===== src/rtl/pwm_mm_pkg.sv =====
// Shared types for the multi-mode PWM generator.
// Assumes a 2-bit mode field whose encoding the bench also relies on.
package pwm_mm_pkg;
    typedef enum logic [1:0] {
        MD_NORMAL   = 2'd0,
        MD_LEADING  = 2'd1,
        MD_TRIANGLE = 2'd2,
        MD_MULTI    = 2'd3
    } pwm_mode_e;

    typedef enum logic [1:0] {
        LV_LOW  = 2'd0,
        LV_MID  = 2'd1,
        LV_HIGH = 2'd2
    } cfg_level_e;
endpackage


===== src/rtl/pwm_cfg_sel.sv =====
// Hysteretic selection among three mode settings, driven by duty.
// Assumes th_*_dn <= th_*_up for each pair. The level only updates on load
// and moves at most one step per period.
module pwm_cfg_sel
    import pwm_mm_pkg::*;
#(
    parameter int CW = 8
) (
    input  logic          clk,
    input  logic          rst_n,
    input  logic          load,
    input  logic          auto_en,
    input  logic [CW-1:0] duty,
    input  logic [CW-1:0] th_lm_up,
    input  logic [CW-1:0] th_lm_dn,
    input  logic [CW-1:0] th_mh_up,
    input  logic [CW-1:0] th_mh_dn,
    input  pwm_mode_e     mode_low,
    input  pwm_mode_e     mode_mid,
    input  pwm_mode_e     mode_high,
    output pwm_mode_e     mode_next
);
    cfg_level_e lvl_q, lvl_d;

    // Next level from the current level and the duty value.
    always_comb begin
        lvl_d = lvl_q;
        if (!auto_en) begin
            lvl_d = LV_LOW;
        end else begin
            case (lvl_q)
                LV_LOW:  if (duty > th_lm_up) lvl_d = LV_MID;
                LV_MID:  if (duty > th_mh_up) lvl_d = LV_HIGH;
                         else if (duty < th_lm_dn) lvl_d = LV_LOW;
                LV_HIGH: if (duty < th_mh_dn) lvl_d = LV_MID;
                default: lvl_d = LV_LOW;
            endcase
        end
    end

    // Mode used at the level that is about to be loaded.
    always_comb begin
        case (lvl_d)
            LV_MID:  mode_next = mode_mid;
            LV_HIGH: mode_next = mode_high;
            default: mode_next = mode_low;
        endcase
    end

    // Level register, updated only at a period start.
    always_ff @(posedge clk) begin
        if (!rst_n) lvl_q <= LV_LOW;
        else if (load) lvl_q <= lvl_d;
    end


    one_step_chk: assert property (@(posedge clk) disable iff (!rst_n)
        (lvl_q == LV_LOW) |=> (lvl_q != LV_HIGH));

    level_hold_chk: assert property (@(posedge clk) disable iff (!rst_n)
        !load |=> $stable(lvl_q));
endmodule


===== src/rtl/pwm_timebase.sv =====
// Period counter and period-start capture of all settings.
// Assumes the settings are static enough to be sampled once per period.
// Duty is clamped to the period length and the offset to the period value.
module pwm_timebase
    import pwm_mm_pkg::*;
#(
    parameter int CW = 8,
    localparam int W = CW + 1
) (
    input  logic          clk,
    input  logic          rst_n,
    input  logic          en,
    input  logic [CW-1:0] period,
    input  logic [CW-1:0] duty,
    input  logic [CW-1:0] dead_lead,
    input  logic [CW-1:0] dead_trail,
    input  logic [CW-1:0] phase_ofs,
    input  pwm_mode_e     mode_next,
    output logic          load,
    output logic          run_q,
    output logic [CW-1:0] cnt_q,
    output logic [W-1:0]  len_q,
    output logic [W-1:0]  duty_q,
    output logic [CW-1:0] dlead_q,
    output logic [CW-1:0] dtrail_q,
    output logic [CW-1:0] ofs_q,
    output pwm_mode_e     mode_q
);
    logic [CW-1:0] per_q;
    logic [W-1:0]  len_in, duty_in;

    // Start a period when starting up or when the counter wraps.
    assign load    = en && (!run_q || cnt_q == per_q);
    assign len_in  = {1'b0, period} + W'(1);
    assign duty_in = ({1'b0, duty} > len_in) ? len_in : {1'b0, duty};

    // Counter and settings capture.
    always_ff @(posedge clk) begin
        if (!rst_n) begin
            run_q    <= 1'b0;
            cnt_q    <= '0;
            per_q    <= '0;
            len_q    <= W'(1);
            duty_q   <= '0;
            dlead_q  <= '0;
            dtrail_q <= '0;
            ofs_q    <= '0;
            mode_q   <= MD_NORMAL;
        end else if (!en) begin
            run_q <= 1'b0;
            cnt_q <= '0;
        end else if (load) begin
            run_q    <= 1'b1;
            cnt_q    <= '0;
            per_q    <= period;
            len_q    <= len_in;
            duty_q   <= duty_in;
            dlead_q  <= dead_lead;
            dtrail_q <= dead_trail;
            ofs_q    <= (phase_ofs > period) ? period : phase_ofs;
            mode_q   <= mode_next;
        end else begin
            cnt_q <= cnt_q + 1'b1;
        end
    end


    count_step_chk: assert property (@(posedge clk) disable iff (!rst_n)
        (run_q && en && cnt_q != per_q) |=> (cnt_q == $past(cnt_q) + 1'b1));

    idle_zero_chk: assert property (@(posedge clk) disable iff (!rst_n)
        !en |=> (cnt_q == '0 && !run_q));

    duty_hold_chk: assert property (@(posedge clk) disable iff (!rst_n)
        !load |=> $stable(duty_q));
endmodule


===== src/rtl/pwm_edges.sv =====
// Combinational edge placement for the four modes, from counter and settings.
// Assumes duty_q <= len_q and ofs_q < len_q. Negative edges saturate at 0.
module pwm_edges
    import pwm_mm_pkg::*;
#(
    parameter int CW = 8,
    localparam int W = CW + 1
) (
    input  pwm_mode_e     mode,
    input  logic [CW-1:0] cnt,
    input  logic [W-1:0]  len,
    input  logic [W-1:0]  duty,
    input  logic [CW-1:0] dlead,
    input  logic [CW-1:0] dtrail,
    input  logic [CW-1:0] ofs,
    output logic          a_raw,
    output logic          b_raw
);
    function automatic logic [W-1:0] sat_sub(input logic [W-1:0] x, input logic [W-1:0] y);
        return (x > y) ? x - y : '0;
    endfunction

    logic [W-1:0] c, nb_rise, nb_fall, la_rise, lb_fall, t_start, m_end;

    // Edge positions for every mode.
    always_comb begin
        c       = {1'b0, cnt};
        nb_rise = duty + {1'b0, dlead};
        nb_fall = sat_sub(len, {1'b0, dtrail});
        la_rise = len - duty;
        lb_fall = sat_sub(la_rise, {1'b0, dtrail});
        t_start = (len - duty) >> 1;
        m_end   = {1'b0, ofs} + duty;
    end

    // Output selection by mode.
    always_comb begin
        a_raw = 1'b0;
        b_raw = 1'b0;
        case (mode)
            MD_NORMAL: begin
                a_raw = c < duty;
                b_raw = (c >= nb_rise) && (c < nb_fall);
            end
            MD_LEADING: begin
                a_raw = (duty != '0) && (c >= la_rise);
                b_raw = (c >= {1'b0, dlead}) && (c < lb_fall);
            end
            MD_TRIANGLE: begin
                b_raw = (c >= t_start) && (c < t_start + duty);
            end
            default: begin
                a_raw = c < duty;
                if (m_end <= len) b_raw = (c >= {1'b0, ofs}) && (c < m_end);
                else              b_raw = (c >= {1'b0, ofs}) || (c < m_end - len);
            end
        endcase
    end
endmodule


===== src/rtl/pwm_multimode.sv =====
// Top level: two-output multi-mode PWM with hysteretic automatic mode choice.
// Assumes a single clock. The outputs are combinational from registered state.
module pwm_multimode
    import pwm_mm_pkg::*;
#(
    parameter int CW = 8,
    localparam int W = CW + 1
) (
    input  logic          clk,
    input  logic          rst_n,
    input  logic          en,
    input  logic          auto_en,
    input  logic [CW-1:0] period,
    input  logic [CW-1:0] duty,
    input  logic [CW-1:0] dead_lead,
    input  logic [CW-1:0] dead_trail,
    input  logic [CW-1:0] phase_ofs,
    input  logic [1:0]    mode_low,
    input  logic [1:0]    mode_mid,
    input  logic [1:0]    mode_high,
    input  logic [CW-1:0] th_lm_up,
    input  logic [CW-1:0] th_lm_dn,
    input  logic [CW-1:0] th_mh_up,
    input  logic [CW-1:0] th_mh_dn,
    output logic          pwm_a,
    output logic          pwm_b,
    output logic          pstart
);
    pwm_mode_e     mode_next, mode_q;
    logic          load, run_q, a_raw, b_raw;
    logic [CW-1:0] cnt_q, dlead_q, dtrail_q, ofs_q;
    logic [W-1:0]  len_q, duty_q;

    pwm_cfg_sel #(.CW(CW)) u_sel (
        .clk(clk), .rst_n(rst_n), .load(load), .auto_en(auto_en), .duty(duty),
        .th_lm_up(th_lm_up), .th_lm_dn(th_lm_dn), .th_mh_up(th_mh_up), .th_mh_dn(th_mh_dn),
        .mode_low(pwm_mode_e'(mode_low)), .mode_mid(pwm_mode_e'(mode_mid)),
        .mode_high(pwm_mode_e'(mode_high)), .mode_next(mode_next)
    );

    pwm_timebase #(.CW(CW)) u_tb (
        .clk(clk), .rst_n(rst_n), .en(en), .period(period), .duty(duty),
        .dead_lead(dead_lead), .dead_trail(dead_trail), .phase_ofs(phase_ofs),
        .mode_next(mode_next), .load(load), .run_q(run_q), .cnt_q(cnt_q),
        .len_q(len_q), .duty_q(duty_q), .dlead_q(dlead_q), .dtrail_q(dtrail_q),
        .ofs_q(ofs_q), .mode_q(mode_q)
    );

    pwm_edges #(.CW(CW)) u_edge (
        .mode(mode_q), .cnt(cnt_q), .len(len_q), .duty(duty_q), .dlead(dlead_q),
        .dtrail(dtrail_q), .ofs(ofs_q), .a_raw(a_raw), .b_raw(b_raw)
    );

    // Gate the drives and the strobe with the run state.
    assign pwm_a  = run_q && a_raw;
    assign pwm_b  = run_q && b_raw;
    assign pstart = run_q && (cnt_q == '0);


    off_quiet_chk: assert property (@(posedge clk) disable iff (!rst_n)
        !en |=> (!pwm_a && !pwm_b && !pstart));

    tri_a_low_chk: assert property (@(posedge clk) disable iff (!rst_n)
        (mode_q == MD_TRIANGLE) |-> !pwm_a);

    start_on_en_chk: assert property (@(posedge clk) disable iff (!rst_n)
        (en && !run_q) |=> pstart);
endmodule


===== config.mk =====
export PLATFORM = sky130hd
export DESIGN_NAME = pwm_multimode
export DESIGN_NICKNAME = d
export VERILOG_FILES = /design/src/rtl/pwm_mm_pkg.sv /design/src/rtl/pwm_cfg_sel.sv /design/src/rtl/pwm_timebase.sv /design/src/rtl/pwm_edges.sv /design/src/rtl/pwm_multimode.sv
export SDC_FILE = /design/constraint.sdc
export NUM_CORES = 1
export LEC_CHECK = 0
export ABC_AREA = 1
export BUFFER_PORTS_ARGS = -buffer_cell sky130_fd_sc_hd__buf_4
export CAP_MARGIN = 40
export CORE_ASPECT_RATIO = 1.2
export CORE_MARGIN = 3
export CORE_UTILIZATION = 60
export CTS_CLUSTER_DIAMETER = 80
export DETAILED_ROUTE_END_ITERATION = 7
export PLACE_DENSITY = 0.81
export SKIP_LAST_GASP = 1
export SLEW_MARGIN = 40
export SYNTH_ARGS = -nofsm -noshare
export SYNTH_HDL_FRONTEND = slang
export SYNTH_SLANG_ARGS = --single-unit

===== constraint.sdc =====
create_clock -name clk -period 5.45 [get_ports clk]
set_clock_uncertainty 0.15 [all_clocks]
set_input_delay 0.545 -clock clk [delete_from_list [all_inputs] [get_ports clk]]
set_output_delay 0.545 -clock clk [all_outputs]
set_load 0.01 [all_outputs]

**After elaboration in Yosys (flattened, before gate mapping)**

Cells that the tools add are included.

- Multiplexer cells: 14
- $add $sub $neg: 9
- Shifts and indexed selects: 0
- Bitwise gates (word level): 2
- Eq/ne operators: 7
- Divide/modulo/power cells: 0
- $lt $le $gt $ge: 20
- Multiply operators: 0
- Reductions and logical operators: 19

Operator list:

| kind | count |
|---|---|
| $lt A8 B9 Y1 | 6 |
| $mux W9 | 3 |
| $ge A8 B8 Y1 | 3 |
| $gt A8 B8 Y1 | 3 |
| $add A8 B9 Y9 | 2 |
| $ge A8 B9 Y1 | 2 |
| $gt A9 B8 Y1 | 2 |
| $sub A9 B8 Y9 | 2 |
| $sub A9 B9 Y9 | 2 |
| $lt A8 B8 Y1 | 2 |
| $mux W2 | 5 |
| $add A8 B1 Y9 const B | 1 |
| $add A9 B8 Y9 | 1 |
| $gt A8 B9 Y1 | 1 |
| $le A9 B9 Y1 | 1 |
| $logic_and A1 B1 Y1 | 9 |
| $reduce_bool A9 Y1 | 1 |
| $add A8 B1 Y8 const B | 1 |
| $eq A8 B8 Y1 | 1 |
| $logic_not A8 Y1 | 1 |
| $mux W8 | 1 |
| $eq A2 B1 Y1 const B | 3 |
| $eq A2 B2 Y1 const B | 3 |
| $pmux W2 S3 | 1 |
| other kinds (10) | 14 |

- Flip-flop bits (word level): 63
- Memory bits (writable): 0
- Bits in latches: 0
- Output and inout bits: 3
- Memories: 0
- Bits in read-only memories: 0
- Input bits: 82

**Logic depth before layout (Yosys ltp)**

Gate-level depths: netlist of the first run.

- Depth after elaboration: 7
- Gate-level depth with buffers: 30

**Modules after synthesis**

A second synthesis of the first run with hierarchy kept.

- Cell total of the unflattened synthesis: 1,387
- Area total of the unflattened synthesis: 9,105.0 µm²

By module, submodules not included:

| module | times used | cells each | area each (µm²) | seq. area each (µm²) |
|---|---|---|---|---|
| pwm_edges | 1 | 730 | 4,778.3 | 0.0 |
| pwm_timebase | 1 | 475 | 3,261.9 | 1,221.2 |
| pwm_cfg_sel | 1 | 169 | 1,014.7 | 40.0 |
| pwm_multimode | 1 | 13 | 50.0 | 0.0 |

**Least setup slack after synthesis of the first run**

No wires, ideal clock.

- Kind: flip-flop to output port
- Start: reg u_tb.duty_q[1]
- End: out pwm_b
- Path slack: 977 ps
- Stages on the path, launching flop included: 30
- Data arrival time: 3,778 ps
- Buffers on the path: 0
- Cells stage by stage: dfxtp_1 > inv_1 > ha_1 > nand3_1 > nand2_1 > a21oi_1 > o21bai_1 > a21oi_1 > o21bai_1 > xnor2_1 > inv_1 > ha_1 > inv_1 > nor2_1 > nor2_1 > nand3_1 > nor2_1 > nor2_4 > nand3_1 > ha_1 > a21oi_1 > o21ai_0 > nand3b_1 > nand2_1 > nand2_1 > nand2_1 > nand2_1 > nand3_1 > nand2_1 > nor2_1

- Longest elaborated chain between the ends: 7
- Elaborated cells on any way between the ends: 23

RTL lines:

| element | line | RTL |
|---|---|---|
| start, declared | pwm_timebase.sv:23 | `output logic [W-1:0] duty_q,` |
| start signal, assigned | pwm_timebase.sv:57 | `duty_q <= duty_in;` |
| $add A8 B9 Y9 / $sub A9 B9 Y9 (equally long branches) | pwm_edges.sv:33, pwm_edges.sv:30, pwm_edges.sv:32 |  |
| $sub A9 B9 Y9 (tied with other cells) | pwm_edges.sv:55 | `else b_raw = (c >= {1'b0, ofs}) \|\| (c < m_end - len);` |
| $lt A8 B9 Y1 / $mux W9 (equally long branches) | pwm_edges.sv:55, pwm_edges.sv:20 |  |
| $logic_or A1 B1 Y1 / $lt A8 B9 Y1 (equally long branches) | pwm_edges.sv:55, pwm_edges.sv:47 |  |
| $mux W1 / $logic_and A1 B1 Y1 (equally long branches) | pwm_edges.sv:54, pwm_edges.sv:47 |  |
| $pmux W1 S3 (*) | pwm_edges.sv:40 | `case (mode)` |
| $logic_and A1 B1 Y1 (*) | pwm_multimode.sv:56 | `assign pwm_b = run_q && b_raw;` |
| end, declared | pwm_multimode.sv:26 | `output logic pwm_b,` |

Every way passes the cells marked *; elsewhere a longest branch is shown, timed or not.

**Worst setup path after layout of the first run**

- Start: reg u_tb.duty_q[0]
- End: out pwm_b

The elaborated chain is that of the path after synthesis.

==> qor_table.md, run 1 <==
| Step | Result | Reported |
| --- | --- | --- |
| outcome | Result of the run | complete, no violations |
| worst hold path | Min-Delay Path Class | in2reg |
| global routing | Overall Global Routing Usage | 0.301 |
| power | Largest voltage drop on the vdd net | 141 µV |
| clocking | Clock Tree Root | clkbuf_16 |
| sta | Total count of hold-check failures in the final report | 0 |
| die | I/O pin count | 85 |
| synth | Post-synthesis instance total | 1264 |
| sta | Max-slew violation count | 0 |
| sta | Final setup fails | 0 |
| die | Core outline area | 13900 µm² |
| global routing | Number of global-route vias before repair | 8255 |
| placed design | Number of port buffers | 84 |
| worst setup path | Biggest fanout along the worst timing path | 7 |
| global routing | Wire length of the first global-routing pass | 38.0 mm |
| power | P per Cell Area | 265 nW/µm² |
| layout | Footprint of the multi-input gates | 6490 µm² |
| global routing | Aggregate global routing overflow | 0 |
| synth | Number of distinct library cell variants in the gate-level netlist after synthesis | 49 |
| die | Die outline height | 138 µm |
| worst setup path | Data required time at the worst endpoint | 4.76 ns |
| power | Overall power | 2610 µW |
| route | Number of violations reported at the end of detailed-routing iteration 0 | 545 |
| sta | Transition time at the pin with the least slew margin | 0.919 ns |
| layout | Layout Area Growth over Synthesis | 13.7% |
| layout | NumNets Final | 1640 |
| die | Starting density of the core | 0.621 |
| worst setup path | Maximum cell stage delay along the critical path | 0.41 ns |
| clocking | Count of hold-fix buffers inserted at cts | 0 |
| worst setup path | WP depth | 28 |
| sta | Post-route fraction of the period consumed by the critical path | 0.963 |
| placed design | Post-place setup slack | 0.361 ns |
| sta | Min Hold Slack | 0.294 ns |
| global routing | Number of antenna violations at the first check in global routing | 0 |
| layout | Count of fill cells added during filler insertion | 1195 |
| sta | Max Fclk | 190 MHz |
| clocking | Clock-pin slew on the worst setup and hold paths | 0.06 ns |
| route | Routed wire per std cell | 15.6 µm |
| synth | Number of enable-type register cells in the synthesized netlist | 0 |
| clocking | Maximum number of buffers from clock root to sink | 2 |
| worst hold path | Worst Hold Path Cells | 3 |
| flow run | Number of violations of the max-capacitance limit | 0 |
| sta | Setup slack after layout | 0.200 ns |
| worst setup path | Slowest library cell on the worst path | dfxtp_2 |
| sta | Period minus WS final | 5.25 ns |
| clocking | CTS tree | yes |
| die | Cell Rows | 47 |
| synth | Mean post-synth cell area | 6.85 µm² |
| route | Vias | 8726 |
| synth | Count of yosys warnings during synthesis | 0 |
| worst setup path | Sort of element at the start of the critical path | flip-flop |
| layout | Fraction of final layout cells sized beyond drive strength 1 | 0.135 |
| route | Count of TritonRoute iterations in the first routing pass | 7 |
| worst setup path | Crit-path leading delay family | simple AND/OR/NAND/NOR gates |
| power | Leakage component of the power | 0.00536 µW |
| layout | Number of diodes | 0 |
| worst setup path | Buf/Inv on CP | 4 |
| clocking | Later-pin clock latency in the skew report | 0.33 ns |
| layout | Footprint of the flip-flops and latches | 1280 µm² |
| synth | Post-synthesis sequential element count | 63 |
| route | Routed vias/inst | 5.70 |
| synth | Combined area of all synthesized cells | 8660 µm² |
| route | Overall routed net length | 24.0 mm |
| clocking | Depth of the CTS H-tree | 3 |
| sta | Max transition margin | 0.387 |
| die | Die area | 15900 µm² |
| worst setup path | Most prevalent standard cell on the critical path | nand2_1 |
| synth | Register area share after synthesis | 0.146 |
| synth | Mapped Nets | 1547 |
| route | Number of routed nets with antenna violations | 0 |
| global routing | Largest net degree at the start of global routing | 57 |
| synth | Main flop type after synthesis | dfxtp_1 |
| synth | Share of synthesized flip-flops with an asynchronous set or reset | 0 |
| route | DRC | 0 |
| layout | Fraction of the core area covered by cells at the end of the flow | 0.707 |
| placed design | RD Place Congestion | 0.945 |
| worst setup path | Worst Setup End Kind | output port |
| worst setup path | Worst setup path category | reg2out |
| worst setup path | Count of cells along the worst register-to-register path | 8 |
| worst setup path | Arrival @ worst endpoint | 4.55 ns |
| clocking | Number of buffers added by the clock tree synthesis step | 9 |
| placed design | Detailed placement HPWL | 18.8 mm |
| clocking | CTS sink cnt | 63 |
| die | Chip Width | 116 µm |
## stage by stage
step	area [µm²]	setup TNS [ns]	std cells
4_1_cts	9690	0	1521
3_3_place_gp	9420	0	1506
3_5_place_dp	9420	0	1506
5_1_grt	9850	-0.0848	1532
2_1_floorplan	8660	0	1264
6_report	9850	0	1532
## worst reg2reg max path, delay by kind of cell (launching register included)
family / cells / cell delay, ns
AOI/OAI and AO/OA: 2 / 0.48
buffers and inverters: 2 / 0.77
and+or+nand+nor: 4 / 0.57
DFF: 1 / 0.91
## repair_timing
action | in CTS | in global routing
buffers inserted | 0 | 11
endpoints found under the setup margin | 1 | 1
gates resized for setup | 1 | 27
pin swaps | 0 | 11
## flip-flops by register name, summed over array words and instances (netlist names)
| register | cells |
|---|---|
| u_tb.len_q | 9 |
| u_tb.per_q | 8 |
| u_tb.run_q | 1 |
| u_tb.dtrail_q | 8 |
| u_tb.duty_q | 9 |
| u_tb.ofs_q | 8 |
| u_tb.cnt_q | 8 |
| u_sel.lvl_q | 2 |
| u_tb.mode_q | 2 |
| u_tb.dlead_q | 8 |
## kinds of logic (layout without fill, tap and decap cells)
family,count (synthesis),after routing,synth area share
AOI/OAI and AO/OA,257,257,0.170
buffers and inverters,242,339,0.111
DFF,63,63,0.146
xor gates and xnor gates,46,46,0.0474
and+or+nand+nor,453,453,0.227
muxes,2,2,0.00231
adders and majority gates,201,201,0.296
## cell usage after synthesis (3+ instances only)
cell,n,area share
buf_6,5,0.0065
o21a_1,5,0.0043
xnor2_1,12,0.012
nand4_1,16,0.012
inv_1,218,0.094
buf_4,4,0.0035
a21oi_1,125,0.072
dfxtp_1,63,0.15
nor2_2,3,0.0022
a31oi_1,8,0.0058
or2_2,15,0.011
o21bai_1,10,0.0087
a21boi_1,3,0.0026
o21ai_0,71,0.041
o211ai_1,5,0.0043
nand3_1,65,0.038
nor2_1,80,0.035
inv_2,6,0.0026
nor4_1,4,0.0029
nand2_1,238,0.10
a211oi_2,8,0.012
nand2_2,4,0.0029
fa_1,7,0.016
xor2_1,33,0.033
ha_1,194,0.28
buf_2,3,0.0017
a21o_1,3,0.0026
nor3_1,14,0.0081
clkbuf_1,5,0.0022
nand3b_1,7,0.0061
o21ai_1,7,0.0040
## cell type report
class                   instances  area share
clock inverters                 6     0.00394
multi-input cells             959       0.659
inverters                     224      0.0856
flip-flops and latches         63       0.130
repair buffers                100      0.0762
well taps                     171      0.0217
clock buffers                   9      0.0229
## report_power, final
group          total [µW]  internal (µW)  switching, µW
sequential            544            498           45.9
combinational        1550            638            909
clock                 519            303            216
## cells in the final DEF, fill, tap and decap left out, types with 9 or more instances in the layout
| cell type | instances |
|---|---|
| a21oi_1 | 123 |
| buf_4 | 100 |
| clkbuf_16 | 9 |
| dfxtp_1 | 53 |
| ha_1 | 191 |
| inv_1 | 214 |
| inv_2 | 9 |
| nand2_1 | 237 |
| nand3_1 | 65 |
| nand4_1 | 16 |
| nor2_1 | 77 |
| nor3_1 | 14 |
| o21ai_0 | 70 |
| o21bai_1 | 10 |
| or2_2 | 15 |
| xnor2_1 | 11 |
| xor2_1 | 32 |
## per-layer routing
| metal | global-route usage | vias up | routed length (µm) |
|---|---|---|---|
| met1 | 0.350 | 3948 | 9640 |
| met3 | 0.0312 | 104 | 1170 |
| met4 | 0.176 | 0 | 1630 |
| met2 | 0.531 | 302 | 11500 |
| met5 | 0 | - | 0 |
| li1 | - | 4372 | - |
## worst paths after layout
path | to | from | slack (ns)
min reg2reg | u_tb.dlead_q[7] | u_tb.dlead_q[7] | 0.35
max reg2reg | u_tb.dtrail_q[1] | u_tb.cnt_q[5] | 2.51
min | u_tb.run_q | en | 0.29
max | pwm_b | u_tb.duty_q[0] | 0.20
Note: power is estimated with default switching activity, not from simulation.
==> inputs of run 2 (changes only) <==
- CORE_UTILIZATION: 60 -> 35
- CTS_CLUSTER_SIZE: default -> 20
- PLACE_DENSITY: 0.81 -> 0.52
==> run 2 against run 1 <==
- routed wire length increased by 11%
- critical path depth is 2 higher
- fmax grew 2.9%
- critical endpoint unchanged
- highest routed layer unchanged
==> qor_table.md, run 2 (same netlist as run 1, synthesis figures left out) <==
| Step | Result | Reported | Delta |
| --- | --- | --- | --- |
| sta | Period minus WS final | 5.10 ns | was 5.25 ns |
| die | Starting density of the core | 0.359 | was 0.621 |
| worst setup path | Worst setup path category | reg2out | unchanged |
| worst setup path | Slowest library cell on the worst path | dfxtp_4 | was dfxtp_2 |
| die | Core outline area | 24100 µm² | was 13900 µm² |
| placed design | Number of port buffers | 84 | unchanged |
| layout | Fraction of final layout cells sized beyond drive strength 1 | 0.133 | was 0.135 |
| clocking | Number of buffers added by the clock tree synthesis step | 9 | unchanged |
| worst setup path | Maximum cell stage delay along the critical path | 0.38 ns | was 0.41 ns |
| worst setup path | Worst Setup End Kind | output port | unchanged |
| placed design | RD Place Congestion | 0.872 | was 0.945 |
| power | Largest voltage drop on the vdd net | 133 µV | was 141 µV |
| power | P per Cell Area | 272 nW/µm² | was 265 nW/µm² |
| layout | Most common library cell in the layout ignoring fill and taps | nand2_1 | unchanged |
| layout | Biggest regs | u_tb.duty_q: 9 flops, u_tb.len_q: 9 flops | unchanged |
| sta | Transition time at the pin with the least slew margin | 0.670 ns | was 0.919 ns |
| worst setup path | Biggest fanout along the worst timing path | 8 | was 7 |
| route | Routed wire per std cell | 15.8 µm | was 15.6 µm |
| sta | Max transition margin | 0.553 | was 0.387 |
| worst setup path | Arrival @ worst endpoint | 4.41 ns | was 4.55 ns |
| clocking | CTS sink cnt | 63 | unchanged |
| die | Cell Rows | 62 | was 47 |
| clocking | Later-pin clock latency in the skew report | 0.35 ns | was 0.33 ns |
| layout | Layout Area Growth over Synthesis | 16.9% | was 13.7% |
| global routing | Number of global-route vias before repair | 8110 | was 8255 |
| layout | NumNets Final | 1642 | was 1640 |
| route | Count of TritonRoute iterations in the first routing pass | 6 | was 7 |
| worst setup path | Crit-path leading delay family | simple AND/OR/NAND/NOR gates | unchanged |
| worst setup path | Data required time at the worst endpoint | 4.76 ns | about the same |
| sta | Total count of hold-check failures in the final report | 0 | unchanged |
| sta | Final setup fails | 0 | unchanged |
| power | Reported net switching power | 1210 µW | was 1170 µW |
| layout | Leading cell types in the layout, fill and taps excluded | nand2_1, inv_1, ha_1, a21oi_1, buf_4 | unchanged |
| worst setup path | Sort of element at the start of the critical path | flip-flop | unchanged |
| die | Die outline height | 178 µm | was 138 µm |
| power | Combinational group share of total power | 0.566 | was 0.593 |
| sta | Min Hold Slack | 0.280 ns | was 0.294 ns |
| global routing | Overall Global Routing Usage | 0.203 | was 0.301 |
| route | DRC | 0 | unchanged |
| worst hold path | Min-Delay Path Class | in2reg | unchanged |
| sta | Post-route fraction of the period consumed by the critical path | 0.936 | was 0.963 |
| global routing | Wire length of the first global-routing pass | 42.2 mm | was 38.0 mm |
| sta | Setup total negative slack | 0 ns | unchanged |
| global routing | Largest net degree at the start of global routing | 57 | unchanged |
| layout | Number of diodes | 0 | unchanged |
| flow run | Number of violations of the max-capacitance limit | 0 | unchanged |
| clocking | Clock Tree Root | clkbuf_16 | unchanged |
| worst setup path | Buf/Inv on CP | 4 | unchanged |
| layout | Fraction of the core area covered by cells at the end of the flow | 0.419 | was 0.707 |
| die | I/O pin count | 85 | unchanged |
| die | Chip Width | 150 µm | was 116 µm |
| outcome | Result of the run | complete, no violations | unchanged |
| sta | Max Fclk | 196 MHz | was 190 MHz |
| layout | Count of fill cells added during filler insertion | 2582 | was 1195 |
| clocking | Maximum number of buffers from clock root to sink | 2 | unchanged |
| sta | Max-slew violation count | 0 | unchanged |
| clocking | Clock-pin slew on the worst setup and hold paths | 0.06 ns | about the same |
| power | Share of total power consumed by net switching | 0.439 | was 0.448 |
| global routing | Number of antenna violations at the first check in global routing | 0 | unchanged |
| worst setup path | Most prevalent standard cell on the critical path | nand2_1 | unchanged |
| clocking | CTS tree | yes | unchanged |
| placed design | Detailed placement HPWL | 21.4 mm | was 18.8 mm |
| route | Routed vias/inst | 4.88 | was 5.70 |
| route | Overall routed net length | 26.6 mm | was 24.0 mm |
| power | Overall power | 2750 µW | was 2610 µW |
| power | Cell internal power dissipation | 1540 µW | was 1440 µW |
| clocking | Depth of the CTS H-tree | 3 | unchanged |
| power | Part of the total power dissipated in sequential elements | 0.196 | was 0.208 |
| route | Number of violations reported at the end of detailed-routing iteration 0 | 376 | was 545 |
| power | Clock share of power | 0.238 | was 0.199 |
| global routing | Aggregate global routing overflow | 0 | unchanged |
| route | Vias | 8218 | was 8726 |
| route | Number of routed nets with antenna violations | 0 | unchanged |
| power | Leakage component of the power | 0.00540 µW | was 0.00536 µW |
| die | Die area | 26700 µm² | was 15900 µm² |
-- run 2: changes by cell type in the layout (fill, tap and decap cells not counted), sizes merged --
| cell | before | now |
|---|---|---|
| clkinv | 4 | 3 |
| buf | 100 | 102 |
| bufinv | 0 | 2 |
-- run 2: metal layers --
| layer | global-route usage | vias to the layer above | share of wire |
|---|---|---|---|
| met1 | 0.243 | 3662 | 0.44 |
| met2 | 0.374 | 140 | 0.50 |
| met4 | 0.0687 | 0 | 0.031 |
| met3 | 0.0231 | 38 | 0.031 |
| li1 | - | 4378 | - |
| met5 | 0 | - | 0 |
-- run 2: area by class of cell --
cell class              instances  area [µm²]  share of cell area
flip-flops and latches         63        1270               0.126
repair buffers                102         766              0.0757
clock inverters                 7         105              0.0104
inverters                     224         846              0.0836
clock buffers                   9         225              0.0223
multi-input cells             959        6500               0.643
well taps                     320         400              0.0396
-- run 2: stage by stage --
stage | cell area, µm² | setup slack [ns] | instances
3_5_place_dp | 9650 | 0.335 | 1661
2_1_floorplan | 8660 | 0.977 | 1264
4_1_cts | 9990 | 0.108 | 1677
5_1_grt | 10100 | -0.00849 | 1684
6_report | 10100 | 0.347 | 1684
3_3_place_gp | 9650 | 0.429 | 1661
-- run 2: worst paths after layout --
check	start	end	slack (ns)	cells after the start
setup / recovery	u_tb.duty_q[1]	pwm_b	0.35	30
setup reg to reg	u_tb.cnt_q[6]	u_tb.dtrail_q[1]	2.74	10
hold / removal	en	u_tb.run_q	0.28	3
hold reg to reg	u_tb.dlead_q[4]	u_tb.dlead_q[4]	0.36	2
-- run 2: power groups by stage --
stage / Clock (µW) / Sequential (µW) / Combinational [µW]
finish: 655 / 539 / 1560
global route: 683 / 543 / 1800
CTS: 667 / 540 / 1490
detailed placement: 0 / 549 / 1480
global placement: 0 / 549 / 1470
floorplan: 0 / 532 / 1110
-- run 2: repair_timing --
action | CTS | global route
pin swaps | 0 | 4
setup buffers | 0 | 7
setup endpoints to repair | 1 | 1
resized for setup | 1 | 17
hold buffers | 0 | 0
-- run 2: worst register-to-register path: cells and delay by family, from the launching register on --
family	cells	cell delay, ns
buffers and inverters	2	0.66
AND/OR/NAND/NOR	6	0.64
AO/OA/AOI/OAI	2	0.54
flip-flops	1	0.65
